$ cat src/rtl/octdiv_pkg.sv
package octdiv_pkg;

  parameter int OCT_W = 4;
  localparam int MAX_SHIFT = (1 << OCT_W) - 1;
  localparam int CNT_W = MAX_SHIFT - 1;

  typedef enum logic [1:0] {
    CFG_BOTH      = 2'b00,
    CFG_MAIN_ONLY = 2'b01,
    CFG_AUX_ONLY  = 2'b10,
    CFG_SLEEP     = 2'b11
  } cfgMode_t;

  // Strobes from control to the divider datapath.
  typedef struct packed {
    logic             run;
    logic             bypass;
    logic [CNT_W-1:0] reloadVal;
  } divCtrl_t;

  // Half-period reload value: 2^(shift-1) - 1 with shift = MAX_SHIFT - oct.
  function automatic logic [CNT_W-1:0] halfSpan(input logic [OCT_W-1:0] oct);
    int shift;
    shift = MAX_SHIFT - int'(oct);
    if (shift <= 0) return '0;
    return CNT_W'((1 << (shift - 1)) - 1);
  endfunction

endpackage

$ cat src/rtl/octCtrl.sv
module octCtrl
  import octdiv_pkg::*;
(
  input  logic             clk,
  input  logic             rstN,
  input  logic [OCT_W-1:0] octCode,
  input  logic [1:0]       cfgCode,
  input  logic             periodEnd,
  output divCtrl_t         ctrl,
  output logic             mainOn,
  output logic             auxOn,
  output logic             pwrDown
);

  logic [OCT_W-1:0] activeOct;
  logic             takeNew;

  assign takeNew = periodEnd || pwrDown;

  always_ff @(posedge clk or negedge rstN) begin
    if (!rstN) begin
      activeOct <= '0;
      mainOn    <= 1'b1;
      auxOn     <= 1'b1;
      pwrDown   <= 1'b0;
    end else begin
      if (takeNew) activeOct <= octCode;
      unique case (cfgMode_t'(cfgCode))
        CFG_BOTH:      begin mainOn <= 1'b1; auxOn <= 1'b1; pwrDown <= 1'b0; end
        CFG_MAIN_ONLY: begin mainOn <= 1'b1; auxOn <= 1'b0; pwrDown <= 1'b0; end
        CFG_AUX_ONLY:  begin mainOn <= 1'b0; auxOn <= 1'b1; pwrDown <= 1'b0; end
        CFG_SLEEP:     begin mainOn <= 1'b0; auxOn <= 1'b0; pwrDown <= 1'b1; end
      endcase
    end
  end

  always_comb begin
    ctrl.run       = !pwrDown;
    ctrl.bypass    = (int'(activeOct) == MAX_SHIFT);
    ctrl.reloadVal = takeNew ? halfSpan(octCode) : halfSpan(activeOct);
  end


  oct_change_on_boundary_chk: assert property (@(posedge clk) disable iff (!rstN)
    ($past(rstN) && activeOct != $past(activeOct)) |-> $past(takeNew));


  sleep_gates_outputs_chk: assert property (@(posedge clk) disable iff (!rstN)
    pwrDown |-> (!mainOn && !auxOn && !ctrl.run));

endmodule

$ cat src/rtl/octDiv.sv
module octDiv
  import octdiv_pkg::*;
(
  input  logic     clk,
  input  logic     rstN,
  input  divCtrl_t ctrl,
  output logic     divClk,
  output logic     periodEnd
);

  logic [CNT_W-1:0] halfCnt;
  logic             divQ;

  always_ff @(posedge clk or negedge rstN) begin
    if (!rstN) begin
      halfCnt <= halfSpan('0);
      divQ    <= 1'b0;
    end else if (!ctrl.run || ctrl.bypass) begin
      halfCnt <= ctrl.reloadVal;
      divQ    <= 1'b0;
    end else if (halfCnt == '0) begin
      divQ    <= ~divQ;
      halfCnt <= ctrl.reloadVal;
    end else begin
      halfCnt <= halfCnt - 1'b1;
    end
  end

  assign periodEnd = ctrl.run && (ctrl.bypass || (halfCnt == '0 && divQ));
  assign divClk    = ctrl.bypass ? clk : divQ;


  phase_hold_chk: assert property (@(posedge clk) disable iff (!rstN)
    (ctrl.run && !ctrl.bypass && halfCnt != '0) |=> $stable(divQ));


  countdown_chk: assert property (@(posedge clk) disable iff (!rstN)
    (ctrl.run && !ctrl.bypass && halfCnt != '0) |=> (halfCnt == $past(halfCnt) - 1'b1));


  stopped_divider_low_chk: assert property (@(posedge clk) disable iff (!rstN)
    !ctrl.run |=> !divQ);

endmodule

$ cat src/rtl/octaveClockOut.sv
module octaveClockOut
  import octdiv_pkg::*;
(
  input  logic             clk,
  input  logic             rstN,
  input  logic [OCT_W-1:0] octCode,
  input  logic [1:0]       cfgCode,
  input  logic             outEnable,
  output logic             clkMain,
  output logic             clkAux,
  output logic             pwrDown
);

  divCtrl_t ctrlBus;
  logic     periodEnd;
  logic     divClk;
  logic     mainOn;
  logic     auxOn;

  octCtrl uCtrl (
    .clk      (clk),
    .rstN     (rstN),
    .octCode  (octCode),
    .cfgCode  (cfgCode),
    .periodEnd(periodEnd),
    .ctrl     (ctrlBus),
    .mainOn   (mainOn),
    .auxOn    (auxOn),
    .pwrDown  (pwrDown)
  );

  octDiv uDiv (
    .clk      (clk),
    .rstN     (rstN),
    .ctrl     (ctrlBus),
    .divClk   (divClk),
    .periodEnd(periodEnd)
  );

  assign clkMain = outEnable & mainOn & divClk;
  assign clkAux  = outEnable & auxOn & ~divClk;


  oe_forces_low_chk: assert property (@(posedge clk) disable iff (!rstN)
    !outEnable |-> (!clkMain && !clkAux));


  never_both_high_chk: assert property (@(posedge clk) disable iff (!rstN)
    !(clkMain && clkAux));


  aux_gated_chk: assert property (@(posedge clk) disable iff (!rstN)
    ($past(rstN) && $past(cfgCode) == 2'b01) |-> !clkAux);


  main_gated_chk: assert property (@(posedge clk) disable iff (!rstN)
    ($past(rstN) && $past(cfgCode) == 2'b10) |-> !clkMain);


  pd_flag_chk: assert property (@(posedge clk) disable iff (!rstN)
    ($past(rstN) && $past(cfgCode) == 2'b11) |-> (pwrDown && !clkMain && !clkAux));

endmodule

$ cat config.mk
export PLATFORM = sky130hd
export DESIGN_NAME = octaveClockOut
export DESIGN_NICKNAME = d
export VERILOG_FILES = /design/src/rtl/octdiv_pkg.sv /design/src/rtl/octCtrl.sv /design/src/rtl/octDiv.sv /design/src/rtl/octaveClockOut.sv
export SDC_FILE = /design/constraint.sdc
export NUM_CORES = 1
export LEC_CHECK = 0
export BUFFER_PORTS_ARGS = -buffer_cell sky130_fd_sc_hd__buf_4
export CORE_MARGIN = 2
export CORE_UTILIZATION = 45
export CTS_CLUSTER_DIAMETER = 50
export DETAILED_ROUTE_END_ITERATION = 7
export PLACE_DENSITY = 0.66
export SYNTH_ARGS = -nofsm -noshare
export SYNTH_HDL_FRONTEND = slang
export SYNTH_SLANG_ARGS = --single-unit
$ cat constraint.sdc
create_clock -name clk -period 3.3 [get_ports clk]
set_clock_uncertainty 0.1 [all_clocks]
set_input_delay 0.495 -clock clk [delete_from_list [all_inputs] [get_ports clk]]
set_output_delay 0.495 -clock clk [all_outputs]
set_load 0.1 [all_outputs]
## Word level (Yosys, flattened, before mapping)

Cells that the tools add are included.

- Equal/unequal tests: 4
- Order comparisons: 2
- Shift-type cells: 2
- Add/sub/neg operators: 7
- Mux-type cells: 15
- Reduce and logical (&&, ||, !) cells: 14
- Bitwise gates (word level): 6

Operators with widths:

| operator | count |
|---|---|
| 14-bit two-way mux | 7 |
| 32-bit by 1-bit less-or-equal comparator with 1-bit output (second input constant) | 2 |
| 1-bit by 32-bit << shifter with 14-bit output (first input constant) | 2 |
| 32-bit by 2-bit subtractor with 32-bit output (second input constant) | 2 |
| 14-bit by 2-bit subtractor with 14-bit output (second input constant) | 2 |
| 14-bit zero test | 1 |
| 14-bit by 1-bit subtractor with 14-bit output (second input constant) | 1 |
| 4-bit by 4-bit subtractor with 5-bit output (first input constant) | 2 |
| 2-bit OR reduction | 4 |
| 1-bit case mux with 2 select lines | 3 |
| 1-bit two-way mux | 5 |
| 1-bit bitwise AND | 4 |
| 2-bit equality test (second input constant) | 2 |
| 4-bit by 1-bit equality test with 1-bit output (second input constant) | 1 |
| 1-bit logical OR | 3 |
| 3-bit OR reduction | 1 |
| 2-bit by 1-bit equality test with 1-bit output (second input constant) | 1 |
| 1-bit logical AND | 2 |
| 2-bit zero test | 1 |
| 1-bit inverter | 2 |
| 2-bit nonzero test | 1 |
| 1-bit zero test | 1 |

- Input bits: 9
- Flip-flop bits (word level): 22
- Output and inout port bits: 3
- Word-level logic and storage cells: 56

## Depth between registers and ports, before layout

Gate-level depths: netlist of run 1.

- Depth after elaboration: 8
- Gate-level depth with buffers: 12
- Depth with buffers taken out: 11

## Cells and area by module

A second synthesis of run 1 with hierarchy kept.

- Cell total of the unflattened synthesis: 296
- Area total of the unflattened synthesis: 2429.8 sq um

Modules (own cells, without submodules):

| module | cells each | seq. area each (sq um) | times used | area an instance (sq um) |
|---|---|---|---|---|
| octCtrl | 202 | 177.7 | 1 | 1550.2 |
| octDiv | 92 | 392.9 | 1 | 863.3 |
| octaveClockOut | 2 | 0.0 | 1 | 16.3 |

==> flow_metrics.env, run 1 <==
export IMPL_antenna_cells=0
export IMPL_r2r_start="uCtrl.activeOct[0]$_DFFE_PN0N_"
export IMPL_hp_class="input pin to flip-flop"
export IMPL_critPathLaunchType="clock port"
export IMPL_cp_max_fo=3
export IMPL_max_stage_delay_ns=0.22
export IMPL_path_cells="clkbuf_8, clkbuf_8, clkbuf_8, mux2i_4, clkbuf_8, nor2_1, buf_4"
export IMPL_syn_area_mm2=0.00217
export IMPL_initial_utilization_pct=46.2
export IMPL_place_congestion=0.932
export IMPL_p_leak_nw=1.04
export IMPL_endpoint="clkMain"
export IMPL_synth_xor_area_share_pct=6.87
export IMPL_powerDensity_mw_per_mm2=644
export IMPL_synth_top_area_cell="dfstp_2"
export IMPL_rows=25
export IMPL_synth_fa_ha_area_share_pct=9.82
export IMPL_crit_path_start="clk"
export IMPL_yosys_area_share_simple_pct=25.7
export IMPL_synth_ff_type="dfstp_2"
export IMPL_synth_nets=287
export IMPL_yosysTopAreaCellShare_pct=19.4
export IMPL_first_iter_violations=108
export IMPL_overflow=0
export IMPL_synth_compound_area_share_pct=23.7
export IMPL_timing_rr_end="uDiv.halfCnt[12]$_DFF_PN1_"
export IMPL_io_buffer_count=11
export IMPL_crit_path_end_kind="output port"
export IMPL_clk_pin_slew_ns=0.08
export IMPL_cap_violations=0
export IMPL_hold_viol=0
export IMPL_worst_r2r_cell_count=9
export IMPL_ir_drop_uv=239
export IMPL_synth_async_reset_ratio_pct=100
export IMPL_grt_pass1_vias=1821
export IMPL_place_inst=322
export IMPL_maxSlewViolCount=0
export IMPL_dr_pass1_iters=4
export IMPL_antenna_found_initial=0
export IMPL_ys_ff_latch=22
export IMPL_synthTopCellsByArea="dfstp_2, ha_1, dfrtp_1, a21oi_1, xnor2_1"
export IMPL_avgSynthCellArea_um2=8.30
export IMPL_routed_wl_mm=5.23
export IMPL_synth_edff_count=0
export IMPL_setup_tns_ns=0
export IMPL_vias=1990
export IMPL_status="finished, final reports clean"
export IMPL_yosysWarnings=0
export IMPL_slew_headroom_pct=55.8
export IMPL_synth_top_family_by_area="simple AND/OR/NAND/NOR gates"
export IMPL_drive_gt1_share_pct=21.9
export IMPL_dieArea_mm2=0.00539
export IMPL_hold_slack_ns=0.127
export IMPL_ant_nets=0
export IMPL_finish_utilization_pct=53.3
export IMPL_cts_tree="yes"
export IMPL_rsz0062_at_grt="false"
export IMPL_nNetsFinal=305
export IMPL_io_pins=12
export IMPL_grt_max_degree=23
export IMPL_die_w_um=73.4
export IMPL_cp_data_arrival_time_ns=2.60
export IMPL_worst_path_max_delay_cell="buf_4"
export IMPL_worstSkewPairLatency_ns=0.37
export IMPL_syn2layout_area_growth_pct=15.3
export IMPL_power_w=0.00161
export IMPL_synthCells=261
export IMPL_via_per_inst=5.98
export IMPL_required_ns=2.70
export IMPL_grt_pass1_wl_mm=8.75
export IMPL_final_cells=333
export IMPL_core_area_mm2=0.00469
export IMPL_setup_viol=0
export IMPL_ys_seq_area_share_pct=26.3
export IMPL_grt_use_total_pct=21.3
export IMPL_ys_types=55
export IMPL_place_hpwl_mm=3.94
export IMPL_remaining_drc_errors=0
export IMPL_crit_type="clock port to output port"
export IMPL_r2r_slack_ns=0.37
export IMPL_worstMarginPinSlew_ns=0.656
export IMPL_synth_area_mux_share_pct=4.33
export IMPL_wire_per_inst_um=15.7
export IMPL_cp_common_cell="clkbuf_8"
export IMPL_die_h_um=73.4
-- layer usage --
layer | GRT usage [%] | up-vias | wire length, um
li1 | - | 992 | -
met1 | 29.6 | 937 | 2540
met2 | 31.9 | 53 | 2410
met5 | 0 | - | 0
met4 | 6.06 | 0 | 63
met3 | 6.58 | 8 | 208
-- kinds of logic (layout without fill, tap and decap cells) --
| kind of cell | count (synthesis) | after routing |
|---|---|---|
| XOR/XNOR | 17 | 17 |
| buffers and inverters | 18 | 36 |
| AO/OA/AOI/OAI | 79 | 79 |
| flip-flops | 22 | 22 |
| AND/OR/NAND/NOR | 99 | 99 |
| multiplexers | 9 | 9 |
| adder cells (fa/ha/maj) | 17 | 17 |
-- report_power, final --
| group | total [W] | internal [W] | leakage (nW) | switching, W |
|---|---|---|---|---|
| Sequential | 0.000515 | 0.000409 | 0.241 | 0.000106 |
| Combinational | 0.000654 | 0.000280 | 0.695 | 0.000374 |
| Clock | 0.000440 | 0.000289 | 0.0989 | 0.000151 |
-- per-stage QoR --
step / cell area [um^2] / worst slack [ns]
6_report: 2500 / 0.104
4_1_cts: 2500 / 0.0776
5_1_grt: 2500 / 0.0361
2_1_floorplan: 2170 / 0.115
3_3_place_gp: 2310 / 0.485
3_5_place_dp: 2310 / 0.405
-- flip-flops by register name, indices dropped and copies added (netlist names) --
name,count
uDiv.divQ,1
uCtrl.mainOn,1
uCtrl.activeOct,4
uDiv.halfCnt,14
uCtrl.pwrDown,1
uCtrl.auxOn,1
-- timing repair --
item,4_1_cts,5_1_grt
hold buffers,1,0
endpoints found under the hold margin,6,0
setup buffers,0,0
resized for setup,6,0
setup endpoints to repair,2,0
-- layout by cell type (no fill, tap or decap), drive strengths merged, types with 2 or more instances in the layout --
cell | synthesis | layout
o21ai | 20 | 20
and2 | 4 | 4
or2 | 4 | 4
clkbuf | 6 | 9
dfstp | 16 | 16
o21a | 2 | 2
ha | 17 | 17
mux2i | 6 | 6
mux2 | 3 | 3
o221ai | 2 | 2
buf | 2 | 15
dfrtp | 6 | 6
nand2b | 8 | 8
a21oi | 26 | 26
nand4 | 2 | 2
a22oi | 4 | 4
a221oi | 2 | 2
or3 | 3 | 3
nand2 | 19 | 19
o2111ai | 2 | 2
nand3 | 7 | 7
xnor2 | 13 | 13
nor3 | 11 | 11
a21o | 3 | 3
nor2b | 4 | 4
and3b | 2 | 2
nor3b | 2 | 2
xor2 | 4 | 4
o31ai | 4 | 4
inv | 10 | 10
a31oi | 4 | 4
nand3b | 2 | 2
nor2 | 25 | 25
o22ai | 2 | 2
and3 | 3 | 3
-- worst min-delay path by stage --
stage | from | endpoint | cells after the start | slack (ns)
4_1_cts | cfgCode[1] | uCtrl.mainOn$_DFF_PN1_ | 2 | 0.13
2_1_floorplan | rstN | uCtrl.activeOct[0]$_DFFE_PN0N_ | 0 | 0.1
3_3_place_gp | rstN | uDiv.divQ$_DFFE_PN0P_ | 1 | 0.30
5_1_grt | cfgCode[1] | uCtrl.mainOn$_DFF_PN1_ | 2 | 0.13
6_report | cfgCode[1] | uCtrl.mainOn$_DFF_PN1_ | 2 | 0.13
3_5_place_dp | rstN | uDiv.divQ$_DFFE_PN0P_ | 1 | 0.30
-- final cells by class --
type	instances	area [um^2]
fillers	452	2190
multi-input cells	221	1540
flip-flops and latches	22	571
clock buffers	11	141
repair buffers	14	108
well taps	54	67.6
inverters	10	37.5
clock inverters	1	30.0
-- worst max-delay path, delay by kind of cell --
family | cells | cell delay (ns)
and+or+nand+nor | 1 | 0.04
muxes | 1 | 0.18
buffers and inverters | 5 | 0.73
-- synth_stat cells (2+ instances only) --
cell type / n
o21ai_1: 2
xor2_1: 4
xnor2_1: 13
nor2b_1: 4
nand2b_1: 8
a21o_1: 3
a31oi_1: 3
a22oi_1: 4
o21ai_0: 18
o22ai_1: 2
nand2_1: 19
nand3b_1: 2
nand4_1: 2
nor3_1: 9
mux2i_1: 6
o2111ai_1: 2
and3_1: 3
a21oi_1: 25
and2_1: 4
inv_1: 10
ha_1: 17
mux2_2: 3
clkbuf_1: 6
a221oi_1: 2
o31ai_1: 4
and3b_1: 2
nor2_1: 24
dfstp_2: 16
nor3b_1: 2
buf_2: 2
or2_2: 3
nand3_1: 7
o21a_1: 2
dfrtp_1: 6
or3_4: 2
Note: power is estimated with default switching activity, not from simulation.
==> run 2, diff against run 1 <==
--- a/config.mk
+++ b/config.mk
@@ -11,6 +11,7 @@
 export CTS_CLUSTER_DIAMETER = 50
 export DETAILED_ROUTE_END_ITERATION = 7
 export PLACE_DENSITY = 0.66
+export RECOVER_POWER = 25
 export SYNTH_ARGS = -nofsm -noshare
 export SYNTH_HDL_FRONTEND = slang
 export SYNTH_SLANG_ARGS = --single-unit
==> run 2 against run 1 <==
Non-clock buffer count did not move. Largest cell class unchanged. Critical endpoint unchanged. Critical path depth did not move. Highest routed layer unchanged. Die area did not move. Final area fell by 0.15%. Global-route usage did not move.
==> flow_metrics.env, run 2 (synthesis gave the netlist of run 1 again) <==
export IMPL_grt_pass1_wl_mm=8.75
export IMPL_place_congestion=0.932
export IMPL_cp_max_fo=3
export IMPL_crit_buf_inv=5
export IMPL_die_h_um=73.4
export IMPL_initial_utilization_pct=46.2
export IMPL_hold_viol=0
export IMPL_clk_pin_slew_ns=0.08
export IMPL_cts_tree="yes"
export IMPL_crit_path_end_kind="output port"
export IMPL_grt_busiest_layer="met2"
export IMPL_via_per_inst=5.97
export IMPL_switching_share_pct=39.2
export IMPL_timing_rr_end="uDiv.halfCnt[12]$_DFF_PN1_"
export IMPL_place_hpwl_mm=3.94
export IMPL_antenna_found_initial=0
export IMPL_status="finished, final reports clean"
export IMPL_worstMarginPinSlew_ns=1.19
export IMPL_powerDensity_mw_per_mm2=645
export IMPL_top_regs="uDiv.halfCnt x14, uCtrl.activeOct x4"
export IMPL_largest_register="uDiv.halfCnt"
export IMPL_core_area_mm2=0.00469
export IMPL_mostFrequentLayoutCells="a21oi_1, nor2_1, nand2_1, o21ai_0, ha_1"
export IMPL_seqPwrFrac_pct=32.0
export IMPL_dieArea_mm2=0.00539
export IMPL_routed_wl_mm=5.22
export IMPL_cp_common_cell="clkbuf_8"
export IMPL_p_clk_share_pct=27.4
export IMPL_grt_pass1_vias=1821
export IMPL_cap_violations=0
export IMPL_setup_viol=0
export IMPL_setup_tns_ns=0
export IMPL_p_int_w=0.000977
export IMPL_io_buffer_count=11
export IMPL_wire_per_inst_um=15.7
export IMPL_slew_headroom_pct=20.4
export IMPL_path_depth=7
export IMPL_worstSkewPairLatency_ns=0.37
export IMPL_grt_max_degree=23
export IMPL_grt_use_total_pct=21.3
export IMPL_endpoint="clkMain"
export IMPL_finish_utilization_pct=53.2
export IMPL_globalRouteMet2Util_pct=31.9
export IMPL_rows=25
export IMPL_ir_drop_uv=239
export IMPL_required_ns=2.70
export IMPL_cp_top_family="buffers and inverters"
export IMPL_hp_class="input pin to flip-flop"
export IMPL_drive_gt1_share_pct=21.5
export IMPL_overflow=0
export IMPL_switching_power_w=0.000631
export IMPL_critPathLaunchType="clock port"
export IMPL_remaining_drc_errors=0
export IMPL_vias=1987
export IMPL_maxSlewViolCount=0
export IMPL_r2r_slack_ns=0.37
export IMPL_cp_data_arrival_time_ns=2.60
export IMPL_path_cells="clkbuf_8, clkbuf_8, clkbuf_8, mux2i_4, clkbuf_8, nor2_1, buf_4"
export IMPL_met3_usage_pct=6.58
export IMPL_rsz0062_at_grt="false"
export IMPL_antenna_cells=0
export IMPL_crit_path_start="clk"
export IMPL_io_pins=12
export IMPL_dr_pass1_iters=4
export IMPL_die_w_um=73.4
export IMPL_power_w=0.00161
export IMPL_largest_reg_flops=14
export IMPL_p_leak_nw=1.03
export IMPL_worst_path_max_delay_cell="buf_4"
export IMPL_first_iter_violations=108
export IMPL_max_stage_delay_ns=0.22
export IMPL_globalRouteMet1Util_pct=29.6
export IMPL_worst_r2r_cell_count=9
export IMPL_ant_nets=0
export IMPL_crit_type="clock port to output port"
export IMPL_p_comb_share_pct=40.6
export IMPL_r2r_start="uCtrl.activeOct[0]$_DFFE_PN0N_"
export IMPL_syn2layout_area_growth_pct=15.1
export IMPL_mostFrequentLayoutCell="a21oi_1"
export IMPL_nNetsFinal=305
-- run 2: final cells by class --
type	count	area, um^2
clock buffers	11	141
clock inverters	1	30.0
fillers	453	2200
inverters	10	37.5
multi-input cells	221	1540
flip-flops and latches	22	571
well taps	54	67.6
repair buffers	14	104
-- run 2: worst min path at each step --
stage	start	end	cells after the start
after floorplan	rstN	uCtrl.activeOct[0]$_DFFE_PN0N_	0
after global placement	rstN	uDiv.divQ$_DFFE_PN0P_	1
after detailed placement	rstN	uDiv.divQ$_DFFE_PN0P_	1
after CTS	cfgCode[1]	uCtrl.mainOn$_DFF_PN1_	2
after global routing	cfgCode[1]	uCtrl.mainOn$_DFF_PN1_	2
final	cfgCode[1]	uCtrl.mainOn$_DFF_PN1_	2
-- run 2: through the flow --
| step | instance area (um^2) | std cells | worst slack (ns) | hold slack, ns |
|---|---|---|---|---|
| after floorplan | 2170 | 261 | 0.115 | 0.0994 |
| after global placement | 2310 | 322 | 0.485 | 0.303 |
| after detailed placement | 2310 | 322 | 0.405 | 0.304 |
| after CTS | 2500 | 333 | 0.0776 | 0.127 |
| after global routing | 2490 | 333 | 0.0361 | 0.153 |
| final | 2490 | 333 | 0.104 | 0.150 |
-- run 2: power by group through the flow --
| stage | clock [W] | combinational (W) | sequential, W |
|---|---|---|---|
| 2_1_floorplan | 0.0000223 | 0.000506 | 0.000493 |
| 3_3_place_gp | 0.0000257 | 0.000640 | 0.000515 |
| 3_5_place_dp | 0.0000257 | 0.000643 | 0.000518 |
| 4_1_cts | 0.000447 | 0.000650 | 0.000515 |
| 5_1_grt | 0.000465 | 0.000727 | 0.000530 |
| 6_report | 0.000440 | 0.000653 | 0.000515 |
-- run 2: per-layer routing --
metal	share of wire [%]	wire length, um
met4	1.2	63
met3	4.0	207
met5	0	0
met2	46	2410
met1	49	2540
-- run 2: timing repair --
item                       CTS  global route
buffers inserted             0             0
gates resized for setup      6             0
hold buffers                 1             0
hold endpoints to repair     6             0
setup endpoints to repair    2             0
